==> src/rtl/resv_pkg.sv <==
package resv_pkg;
    typedef enum logic [1:0] {
        RSP_IDLE    = 2'd0,
        RSP_PLAIN   = 2'd1,
        RSP_SC_PASS = 2'd2,
        RSP_SC_FAIL = 2'd3
    } rsp_kind_t;
endpackage

==> src/rtl/resv_slot.sv <==
module resv_slot #(
    parameter int ADDR_W = 32
) (
    input  logic              clk,
    input  logic              rst_n,
    input  logic              set_en,
    input  logic [ADDR_W-1:0] set_addr,
    input  logic              kill_en,
    output logic              valid_q,
    output logic [ADDR_W-1:0] addr_q
);
    // Store first, then load-reserved: a set wins over a kill in the same cycle.
    always_ff @(posedge clk) begin
        if (!rst_n) begin
            valid_q <= 1'b0;
            addr_q  <= '0;
        end else if (set_en) begin
            valid_q <= 1'b1;
            addr_q  <= set_addr;
        end else if (kill_en) begin
            valid_q <= 1'b0;
        end
    end

    // a load-reserved leaves exactly its granule in the slot
    assert_lr_records_R6: assert property (@(posedge clk) disable iff (!rst_n)
        set_en |=> (valid_q && addr_q == $past(set_addr)));

    // a permitted store on this granule without a same-cycle set empties the slot
    assert_kill_clears_R8: assert property (@(posedge clk) disable iff (!rst_n)
        (kill_en && !set_en) |=> !valid_q);
endmodule

==> src/rtl/resv_judge.sv <==
module resv_judge #(
    parameter int NUM_CTX = 4,
    parameter int ADDR_W  = 32,
    localparam int CTX_W  = (NUM_CTX > 1) ? $clog2(NUM_CTX) : 1
) (
    input  logic                           st_valid,
    input  logic                           st_cond,
    input  logic [CTX_W-1:0]               st_ctx,
    input  logic [ADDR_W-1:0]              st_gran,
    input  logic [NUM_CTX-1:0]             slot_valid,
    input  logic [NUM_CTX-1:0][ADDR_W-1:0] slot_addr,
    output logic                           own_hit,
    output logic                           permit,
    output logic [NUM_CTX-1:0]             kill_vec
);
    logic [NUM_CTX-1:0] hit_vec;

    for (genvar g = 0; g < NUM_CTX; g++) begin : g_cmp
        assign hit_vec[g] = slot_valid[g] && (slot_addr[g] == st_gran);
    end

    always_comb begin
        own_hit = 1'b0;
        for (int i = 0; i < NUM_CTX; i++) begin
            if (st_ctx == CTX_W'(i)) own_hit = hit_vec[i];
        end
        // Conditional stores are presumed to fail until their own entry matches.
        permit   = !st_cond || own_hit;
        kill_vec = (st_valid && permit) ? hit_vec : '0;
    end
endmodule

==> src/rtl/resv_resp.sv <==
module resv_resp
    import resv_pkg::*;
(
    input  logic clk,
    input  logic rst_n,
    input  logic st_valid,
    input  logic st_cond,
    input  logic own_hit,
    output logic resp_valid,
    output logic resp_cond,
    output logic resp_permit,
    output logic resp_sc_ok
);
    rsp_kind_t state_q, state_d;

    always_comb begin
        state_d = RSP_IDLE;
        if (st_valid) begin
            if (!st_cond)     state_d = RSP_PLAIN;
            else if (own_hit) state_d = RSP_SC_PASS;
            else              state_d = RSP_SC_FAIL;
        end
    end

    always_ff @(posedge clk) begin
        if (!rst_n) state_q <= RSP_IDLE;
        else        state_q <= state_d;
    end

    always_comb begin
        resp_valid  = 1'b0;
        resp_cond   = 1'b0;
        resp_permit = 1'b0;
        resp_sc_ok  = 1'b0;
        unique case (state_q)
            RSP_IDLE: ;
            RSP_PLAIN: begin
                resp_valid  = 1'b1;
                resp_permit = 1'b1;
            end
            RSP_SC_PASS: begin
                resp_valid  = 1'b1;
                resp_cond   = 1'b1;
                resp_permit = 1'b1;
                resp_sc_ok  = 1'b1;
            end
            RSP_SC_FAIL: begin
                resp_valid = 1'b1;
                resp_cond  = 1'b1;
            end
        endcase
    end

    // ordinary stores are always permitted
    assert_plain_permit_R2: assert property (@(posedge clk) disable iff (!rst_n)
        (st_valid && !st_cond) |=> (resp_valid && resp_permit && !resp_cond));

    // no store, no response
    assert_no_spurious_R12: assert property (@(posedge clk) disable iff (!rst_n)
        !st_valid |=> !resp_valid);

    // a conditional outcome always matches its permit
    assert_sc_consistent_R4: assert property (@(posedge clk) disable iff (!rst_n)
        resp_cond |-> (resp_sc_ok == resp_permit));
endmodule

==> src/rtl/resv_monitor.sv <==
module resv_monitor #(
    parameter int NUM_CTX  = 4,
    parameter int ADDR_W   = 32,
    parameter int GRAN_LSB = 4,
    localparam int CTX_W   = (NUM_CTX > 1) ? $clog2(NUM_CTX) : 1
) (
    input  logic              clk,
    input  logic              rst_n,
    input  logic              lr_valid,
    input  logic [CTX_W-1:0]  lr_ctx,
    input  logic [ADDR_W-1:0] lr_addr,
    input  logic              st_valid,
    input  logic              st_cond,
    input  logic [CTX_W-1:0]  st_ctx,
    input  logic [ADDR_W-1:0] st_addr,
    output logic              resp_valid,
    output logic              resp_cond,
    output logic              resp_permit,
    output logic              resp_sc_ok
);
    localparam logic [ADDR_W-1:0] GRAN_MASK = ~((ADDR_W'(1) << GRAN_LSB) - ADDR_W'(1));

    logic [ADDR_W-1:0]              lr_gran, st_gran;
    logic [NUM_CTX-1:0]             slot_valid, kill_vec;
    logic [NUM_CTX-1:0][ADDR_W-1:0] slot_addr;
    logic                           own_hit, permit;

    assign lr_gran = lr_addr & GRAN_MASK;
    assign st_gran = st_addr & GRAN_MASK;

    for (genvar g = 0; g < NUM_CTX; g++) begin : g_slot
        resv_slot #(.ADDR_W(ADDR_W)) u_slot (
            .clk      (clk),
            .rst_n    (rst_n),
            .set_en   (lr_valid && (lr_ctx == CTX_W'(g))),
            .set_addr (lr_gran),
            .kill_en  (kill_vec[g]),
            .valid_q  (slot_valid[g]),
            .addr_q   (slot_addr[g])
        );
    end

    resv_judge #(.NUM_CTX(NUM_CTX), .ADDR_W(ADDR_W)) u_judge (
        .st_valid   (st_valid),
        .st_cond    (st_cond),
        .st_ctx     (st_ctx),
        .st_gran    (st_gran),
        .slot_valid (slot_valid),
        .slot_addr  (slot_addr),
        .own_hit    (own_hit),
        .permit     (permit),
        .kill_vec   (kill_vec)
    );

    resv_resp u_resp (
        .clk         (clk),
        .rst_n       (rst_n),
        .st_valid    (st_valid),
        .st_cond     (st_cond),
        .own_hit     (own_hit),
        .resp_valid  (resp_valid),
        .resp_cond   (resp_cond),
        .resp_permit (resp_permit),
        .resp_sc_ok  (resp_sc_ok)
    );

    // a failed conditional store leaves the whole table untouched
    assert_fail_keeps_R9: assert property (@(posedge clk) disable iff (!rst_n)
        (st_valid && st_cond && !own_hit && !lr_valid) |=> ($stable(slot_valid) && $stable(slot_addr)));

    // success needs a slot of the storing context
    assert_sc_needs_slot_R7: assert property (@(posedge clk) disable iff (!rst_n)
        (st_valid && st_cond && !slot_valid[st_ctx]) |=> !resp_sc_ok);
endmodule

==> config.mk <==
export PLATFORM = sky130hd
export DESIGN_NAME = resv_monitor
export DESIGN_NICKNAME = d
export VERILOG_FILES = /design/src/rtl/resv_pkg.sv /design/src/rtl/resv_slot.sv /design/src/rtl/resv_judge.sv /design/src/rtl/resv_resp.sv /design/src/rtl/resv_monitor.sv
export SDC_FILE = /design/constraint.sdc
export NUM_CORES = 1
export LEC_CHECK = 0
export BUFFER_PORTS_ARGS = -buffer_cell sky130_fd_sc_hd__buf_4
export CAP_MARGIN = 30
export CELL_PAD_IN_SITES_DETAIL_PLACEMENT = 1
export CELL_PAD_IN_SITES_GLOBAL_PLACEMENT = 2
export CORE_ASPECT_RATIO = 1.4
export CORE_MARGIN = 2
export CORE_UTILIZATION = 35
export DETAILED_ROUTE_END_ITERATION = 10
export GPL_TIMING_DRIVEN = 0
export HOLD_SLACK_MARGIN = 0.12
export MAX_ROUTING_LAYER = met4
export PLACE_DENSITY = 0.86
export SLEW_MARGIN = 20
export SYNTH_ARGS = -nofsm -noshare
export SYNTH_HDL_FRONTEND = slang
export SYNTH_SLANG_ARGS = --single-unit
==> constraint.sdc <==
create_clock -name clk -period 1.8 [get_ports clk]
set_input_delay 0.27 -clock clk [delete_from_list [all_inputs] [get_ports clk]]
set_output_delay 0.27 -clock clk [all_outputs]
set_load 0.1 [all_outputs]
==> flow_summary_export.csv <==
group,metric,value,unit
run_status,status,"complete, but fails checks",
run_status,violations,"negative setup slack",
power,powerDensity,985,mW/mm²
job,cap_violations,0,
floorplanning,die_h,161,µm
synthesis,synth_top_cell_by_area,"dfxtp_1",
drt,dr.pass1.iters,4,
grt,grt-ovfl-total,0,
floorplanning,top_level_ports,77,
cts,clock_latency,430,ps
place,dp_hpwl,17800,µm
floorplanning,design.core.area,0.0173,mm²
drt,vias,5395,
floorplanning,dieArea,0.0188,mm²
grt,grt_pass1_vias,5902,
synthesis,syn_inst,733,
synthesis,seq_area_frac_synth,38.1,%
drt,antenna_left,0,
min_path,hold_class,"in2reg",
grt,grt_max_degree,17,
critical_path,worstSetupPathType,"reg2reg",
drt,wl_per_cell,22.1,µm
cts,htreeDepth,4,
final_layout,drive_gt1_share,21.8,%
final_layout,instances_no_fill,1051,
timing,setup_viol_count_final,4,
place,post-place-cells,1008,
drt,drt_iter0_markers,180,
floorplanning,chipWidth,116,µm
timing,rsz0062_at_grt,"yes",
cts,clk_path_buf_depth,2,
place,gp_congestion,0.883,
final_layout,n_antenna_cell,0,
timing,min_period,1880,ps
power,power.leakage,2.78,nW
timing,tightest_slew,728,ps
timing,final-hold-violation-count,0,
critical_path,end_kind,"register",
grt,grt_antenna_before_repair,0,
floorplanning,start_util,35.8,%
floorplanning,num_rows,57,
final_layout,area_delta_synth_final,28.5,%
synthesis,yosysUniqueCellTypes,31,
drt,totalWireLength,23200,µm
synthesis,synth.avg_cell_area,8.45,µm²
critical_path,worstPathRequired,2090,ps
timing,setup_tns,-222,ps
final_layout,final_area,0.00796,mm²
critical_path,worstPathArrival,2170,ps
grt,grtUsageTotal,26.7,%
critical_path,crit_fanout,4,
timing,fmax,532,MHz
cts,cts.sinks,118,
synthesis,synthesis.nets,809,
timing,timing.final.crit_share,104,%
place,placed_cell_area,0.00679,mm²
cts,cts_made_buffers,17,
place,numPortBuffers,39,
power,vdd_drop_max,0.585,mV
synthesis,synth_area,0.00620,mm²
timing,slew_violations,0,
synthesis,yosysTopAreaCellShare,38.1,%
timing,slew_headroom,51.5,%
critical_path,critPathLaunchType,"register",
grt,grt_first_pass_wirelength,34900,µm
cts,root_buffer,"clkbuf_16",
drt,vias_per_cell,5.13,
timing,skew,3.77,ps
final_layout,final_nets,878,
timing,setup_slack,-78.2,ps
cts,cts_tree,"done",
drt,drc,0,
place,dp_slack,-381,ps
synthesis,yosys_register_bits,118,
synthesis,ys.warnings.count,0,
cts,clkTransAtPathRegs,50,ps
synthesis,synth.area.top_cells,"dfxtp_1 38%, nand2_1 14%, a21boi_0 14%, xnor2_1 14%, xnor2_2 4.2%",
==> power by group <==
part | switching [mW] | internal, mW | total [mW]
registers | 0.0771 | 2.70 | 2.78
logic | 0.615 | 0.435 | 1.05
clock network | 1.24 | 2.78 | 4.01
==> routing by layer <==
metal	track usage, %	share of wire (%)	up-vias	routed length (µm)
li1	-	-	2562	-
met1	29.1	38	2654	8710
met2	47.4	54	134	12600
met3	4.95	4.5	45	1030
met4	10.5	3.8	0	875
met5	-	0	-	0
==> metrics by stage <==
stage                     hold WS (ps)  utilization [%]  total power, mW
final                              133             45.9             7.85
after detailed placement           473             39.2             3.78
after CTS                          121             45.1             7.86
after global placement             464             39.2             3.76
after global routing               136             45.9             8.09
after floorplan                    368                -             3.39
==> area by class of cell <==
class,instances,area (µm²)
Fill cell,2043,9370
Inverter,3,11.3
Multi-Input combinational cell,547,3790
Buffer,65,409
Sequential cell,118,2360
Timing Repair Buffer,50,404
Clock buffer,24,502
Clock inverter,8,190
Tap cell,236,295
==> cells in the final DEF, fill, tap and decap left out, drive strengths merged, types with 6 or more instances in the layout <==
cell type	count
a21boi	112
buf	79
bufinv	6
clkbuf	50
dfxtp	118
dlygate4sd3	10
nand2	233
nand3	9
nand4	36
nor4	13
xnor2	112
==> final timing paths <==
path                                from                          end  slack, ps  cells after the start
max reg2reg  g_slot[1].u_slot.addr_q[18]     g_slot[1].u_slot.valid_q        -80                      6
min                          lr_addr[27]  g_slot[1].u_slot.addr_q[27]        130                      3
min reg2reg  g_slot[0].u_slot.addr_q[24]  g_slot[0].u_slot.addr_q[24]        480                      2
max          g_slot[1].u_slot.addr_q[18]     g_slot[1].u_slot.valid_q        -80                      6
==> worst max-delay path, cell delays in order, from the launching register on <==
cell and delay [ps]:
dfxtp_1 320, xnor2_1 290, nand4_1 280, nor4_2 370
a32oi_2 100, nand3b_1 240, a31oi_1 140
==> cells by family (layout without fill, tap and decap cells) <==
family / after synthesis / after routing / synth area share, %
XOR/XNOR: 112 / 112 / 17.8
AO/OA/AOI/OAI: 124 / 124 / 14.9
flip-flops: 118 / 118 / 38.1
AND/OR/NAND/NOR: 308 / 308 / 21.8
buffers and inverters: 68 / 150 / 6.79
adder cells (fa/ha/maj): 3 / 3 / 0.606
==> sequential cells by signal, summed over array words and instances (netlist names) <==
signal,cells
g_slot.u_slot.addr_q,112
g_slot.u_slot.valid_q,4
u_resp.state_q,2
==> synth_stat cells (all sizes together) <==
library cell and n:
nand2 233, dfxtp 118, a21boi 112, xnor2 112, buf 39, nand4 36, clkbuf 26, nor4 13
nand3 9, a31oi 5, and4 4, o21ai 4, ha 3, inv 3, and3 2, nand3b 2
nor2 2, or2 2, a32oi 1, and3b 1, nand2b 1, nor3 1, nor3b 1, o2111ai 1
o211ai 1, or3b 1
==> what timing repair did <==
item / in CTS / in global routing
hold endpoints to repair: 17 / 0
buffers inserted: 0 / 1
resized for setup: 32 / 20
endpoints found under the setup margin: 5 / 6
pin swaps: 10 / 14
hold buffers: 10 / 0
Note: power is estimated with default switching activity, not from simulation.
